===== config.mk =====
export PLATFORM = sky130hd
export DESIGN_NAME = sys_timer64
export DESIGN_NICKNAME = d
export VERILOG_FILES = /design/src/rtl/sys_timer64.sv
export SDC_FILE = /design/constraint.sdc
export NUM_CORES = 1
export LEC_CHECK = 0
export ABC_AREA = 1
export BUFFER_PORTS_ARGS = -buffer_cell sky130_fd_sc_hd__clkbuf_2
export CAP_MARGIN = 40
export CORE_ASPECT_RATIO = 0.8
export CORE_UTILIZATION = 60
export DETAILED_ROUTE_END_ITERATION = 6
export PLACE_DENSITY = 0.83
export SLEW_MARGIN = 25
export SYNTH_ARGS = -nofsm -noshare
export SYNTH_HDL_FRONTEND = slang
export SYNTH_SLANG_ARGS = --single-unit
export TNS_END_PERCENT = 1

===== constraint.sdc =====
create_clock -name clk -period 3.8 [get_ports clk]
set_clock_uncertainty 0.2 [all_clocks]
set_input_delay 0.38 -clock clk [delete_from_list [all_inputs] [get_ports clk]]
set_output_delay 0.38 -clock clk [all_outputs]
set_load 0.02 [all_outputs]

===== src/rtl/sys_timer64.sv =====
module sys_timer64 #(
  parameter bit PRESENT = 1'b1,
  parameter int DW      = 32
) (
  input  logic            clk,
  input  logic            rst_n,
  input  logic            tick_en,
  input  logic            wr_en,
  input  logic [1:0]      addr,
  input  logic [DW-1:0]   wr_data,
  output logic [DW-1:0]   rd_data,
  input  logic            ext_irq,
  output logic [2*DW-1:0] time_now,
  output logic            tmr_irq
);
  localparam int TW = 2 * DW;

  if (PRESENT) begin : g_timer
    logic [DW-1:0] t_lo, t_hi, c_lo, c_hi;
    logic [TW-1:0] t_next;
    logic          wr_time;

    assign wr_time = wr_en && !addr[1];
    assign t_next  = {t_hi, t_lo} + TW'(1);

    always_ff @(posedge clk) begin
      if (!rst_n) begin
        t_lo <= '0;
        t_hi <= '0;
        c_lo <= '0;
        c_hi <= '0;
      end else begin
        if (wr_time) begin
          if (addr[0]) t_hi <= wr_data;
          else         t_lo <= wr_data;
        end else if (tick_en) begin
          {t_hi, t_lo} <= t_next;
        end
        if (wr_en && addr == 2'd2) c_lo <= wr_data;
        if (wr_en && addr == 2'd3) c_hi <= wr_data;
      end
    end

    always_comb begin
      case (addr)
        2'd0:    rd_data = t_lo;
        2'd1:    rd_data = t_hi;
        2'd2:    rd_data = c_lo;
        default: rd_data = c_hi;
      endcase
    end

    assign time_now = {t_hi, t_lo};
    assign tmr_irq  = {t_hi, t_lo} >= {c_hi, c_lo};

    p_step_r2: assert property (@(posedge clk) disable iff (!rst_n)
      (tick_en && !wr_time) |=> ({t_hi, t_lo} == $past({t_hi, t_lo}) + TW'(1)));
    p_hold_r2: assert property (@(posedge clk) disable iff (!rst_n)
      (!tick_en && !wr_time) |=> $stable({t_hi, t_lo}));
    p_carry_r3: assert property (@(posedge clk) disable iff (!rst_n)
      (tick_en && !wr_time && t_lo == '1) |=> (t_lo == '0 && t_hi == $past(t_hi) + DW'(1)));
    p_wrlo_r4: assert property (@(posedge clk) disable iff (!rst_n)
      (wr_en && addr == 2'd0) |=> (t_lo == $past(wr_data) && $stable(t_hi)));
    p_wrhi_r4: assert property (@(posedge clk) disable iff (!rst_n)
      (wr_en && addr == 2'd1) |=> (t_hi == $past(wr_data) && $stable(t_lo)));
    p_cmp_keep_r5: assert property (@(posedge clk) disable iff (!rst_n)
      !(wr_en && addr[1]) |=> $stable({c_hi, c_lo}));
    p_irq_sticky_r7: assert property (@(posedge clk) disable iff (!rst_n)
      (tmr_irq && !wr_en && time_now != '1) |=> tmr_irq);
  end else begin : g_absent
    assign rd_data  = '0;
    assign time_now = '0;
    assign tmr_irq  = ext_irq;
  end
endmodule


==> results.md <==
- Remaining antenna violation count after routing: 0
- First-pass GRT wire length: 54400 µm
- Total global-route track usage: 44.5%
- Area share of fa/ha/maj cells after synthesis: 8.78%
- Setup repair bufs after CTS: 0
- Sequential Power Share: 39.1%
- Max Fclk: 295 MHz
- Synth Cell Area: 9270 µm²
- H-tree Lvls: 4
- Via count: 11100
- Worst-path maximum fanout: 8
- Chip width: 141 µm
- Syn_nets: 1595
- Vias/cell: 6.08
- Post-synth EDFFs: 0
- Count leader, synth: nand2_1
- Cell mode on critical path: nand2_1
- CTS Sinks: 128
- Yosys warns: 0
- Fin util: 70.6%
- Clock power share: 36.9%
- M2 GR Usage: 67.7%
- GRT busiest layer: met2
- FF+latch count, synth: 128
- Area growth syn-to-layout: 14.8%
- DRT Pass-1 Iters: 5
- WHS: 0.0533 ns
- Worst hold path class: in2reg
- GPL Wtd Cong: 1.02
- DP HPWL: 25800 µm
- Synth Flop Type: dfxtp_1
- Grt ovf: 0
- Worst Setup Path Type: reg2out
- Slew HR: 50.0%
- Top cell type's share of synthesized area: 27.7%
- Final Cycle Share: 89.2%
- Final Max Tran Viols: 0
- PwrDens: 375 nW/µm²
- Port Buffers: 134
- Largest net degree at the start of global routing: 69
- Core Region: 15100 µm²
- Mux contribution to synthesized area: 0%
- Fin. Hold Viols: 0
- Worst-path clk slew: 0.06 ns
- Remaining DRCs: 0
- Post-synthesis simple-gate area fraction: 28.7%
- Vias in the first global route: 9819
- Worst path required time: 3.22 ns
- Combinational cell fraction of total power: 24.0%
- Tmin final: 3.39 ns
- Gate Count Post-Synth: 1491
- Setup-failing EPs final: 0
- Placed insts: 1791
- Die area: 15900 µm²
- Initial antenna violation count: 0
- CTS tree: yes
- Complex-gate fraction of the synthesized area: 24.8%
- Cells along the critical path: ha_1, nand2_1, nor2_1, nand2_1, nor4_1, nand2_1, nand2_1, nand2_1, nand2_1, clkbuf_2
- Slew of the pin with the lowest slew margin: 0.750 ns
- Setup TNS: 0 ns
- Clock latency of the later-clocked register in the worst-skew pair: 0.42 ns
- Max rail drop VDD: 0.000319 V
- Cts repair resizes: 0
- Sw Ratio: 35.5%
- Yosys top cell by area: dfxtp_1
- Grt met3 use: 10.9%
- Layout cells sized above 1: 14.1%
- Root buffer cell: clkbuf_16
- Main combinational cell family by area after synthesis: simple AND/OR/NAND/NOR gates
- Async SR Flop Fraction: 0%
- Number of max-cap violations: 0
- Clock buffer count from CTS: 17
- # diodes: 0
- Area contributors post-synth: dfxtp_1 (28%), nand2_1 (14%), a21oi_1 (12%)
- Sw power: 1.42 mW
- Worst path max stage delay: 0.58 ns
- CP Capture Type: output port
- Status: complete, no violations
- Initial Util: 61.5%
- Leakage Power: 4.56 nW
- Distinct cells, synth: 34
- Critical Path AT: 2.81 ns
- Die height: 113 µm
- Starting DRT DRC Count: 1390
- Slowest CP cell: nor4_1
- Hold Buf Count CTS: 0
- Core Rows: 40
- Synth Area in XOR/XNOR: 1.04%
- NumNets Final: 1704
- Startpoint Class: flop
- Ports: 136
- Max Buffers Root-to-Sink: 2
- Internal Pwr Total: 2.57 mW
- FILL cells: 1319
- RSZ-0062 raised after global routing: false
- Top post-synthesis cells by count: nand2_1 (344), a21oi_1 (213), o21ai_0 (182)
- Average size of a mapped cell: 6.21 µm²
- Drt total wl: 34900 µm
- M1 GR Usage: 61.4%
- Final std cells w/o fill: 1821
- Post-synthesis sequential area ratio: 27.7%
- Routed len/inst: 19.2 µm
==> power by group through the flow <==
stage / Clock (mW) / Sequential (mW) / Combinational [mW]
after floorplan: 0 / 1.61 / 0.554
after global placement: 0 / 1.58 / 0.886
after detailed placement: 0 / 1.58 / 0.923
after CTS: 1.47 / 1.56 / 0.931
after global routing: 1.54 / 1.57 / 1.05
final: 1.47 / 1.56 / 0.957
==> area by class of cell <==
cell class | instances | area (µm²) | share of cell area, %
clock buffer | 19 | 443 | 4.16
clock inverter | 11 | 70.1 | 0.659
inverter | 159 | 597 | 5.61
multi-input combinational | 1144 | 5880 | 55.3
sequential | 128 | 2560 | 24.1
tap | 210 | 263 | 2.47
timing repair buffer | 150 | 823 | 7.74
==> worst paths after layout <==
check / depth (start not counted) / end / startpoint / slack [ns]
setup / recovery: 10 / tmr_irq / g_timer.t_lo[31]$_SDFFE_PN0P_ / 0.41
hold / removal: 3 / g_timer.t_hi[5]$_SDFFE_PN0P_ / rst_n / 0.05
setup reg to reg: 12 / g_timer.t_hi[0]$_SDFFE_PN0P_ / g_timer.t_lo[1]$_SDFFE_PN0P_ / 1.22
hold reg to reg: 2 / g_timer.c_lo[6]$_SDFFE_PN0P_ / g_timer.c_lo[6]$_SDFFE_PN0P_ / 0.28
==> state kept, by name, indices dropped and copies added (netlist names) <==
name and count:
g_timer.t_lo 32, g_timer.c_hi 32, g_timer.c_lo 32, g_timer.t_hi 32
==> layout by cell type (no fill, tap or decap), types with 4 or more instances in the layout <==
cell type	count
o21ai_0	182
a21oi_1	213
nor2_8	4
clkbuf_16	17
nand2_1	343
xor2_1	6
dfxtp_1	128
inv_2	7
nor3_1	6
nand4_1	19
o21ai_1	6
nor2_2	11
nand2_2	12
buf_4	13
nand3_1	53
a31oi_1	4
ha_1	65
inv_1	150
nor2_4	6
xnor2_1	5
clkinv_2	6
o22ai_1	33
o211ai_1	4
nor2_1	157
clkbuf_2	133
==> metrics by stage <==
| step | area (µm²) | power [mW] | setup WS, ns |
|---|---|---|---|
| 3_5_place_dp | 10100 | 2.51 | 0.979 |
| 3_3_place_gp | 10100 | 2.47 | 0.585 |
| 6_report | 10600 | 3.99 | 0.410 |
| 2_1_floorplan | 9270 | 2.16 | 1.54 |
| 4_1_cts | 10600 | 3.95 | 0.528 |
| 5_1_grt | 10600 | 4.15 | 0.370 |
==> logic make-up (layout without fill, tap and decap cells) <==
family / count (synthesis) / count (layout)
flip-flops: 128 / 128
AND/OR/NAND/NOR: 622 / 622
buffers and inverters: 219 / 339
XOR/XNOR: 11 / 11
AO/OA/AOI/OAI: 446 / 446
adder cells (fa/ha/maj): 65 / 65
==> metal layers <==
layer,vias up,wire length [µm]
li1,5182,-
met1,5024,14800
met2,772,14800
met3,94,4320
met4,0,1090
met5,-,0
==> critical path, delay by kind of cell, from the launching register on <==
family	cells	cell delay [ns]
AND/OR/NAND/NOR	8	1.49
buffers and inverters	1	0.16
flip-flops	1	0.39
adder cells (fa/ha/maj)	1	0.34
Power figures use the tool's default switching activity.
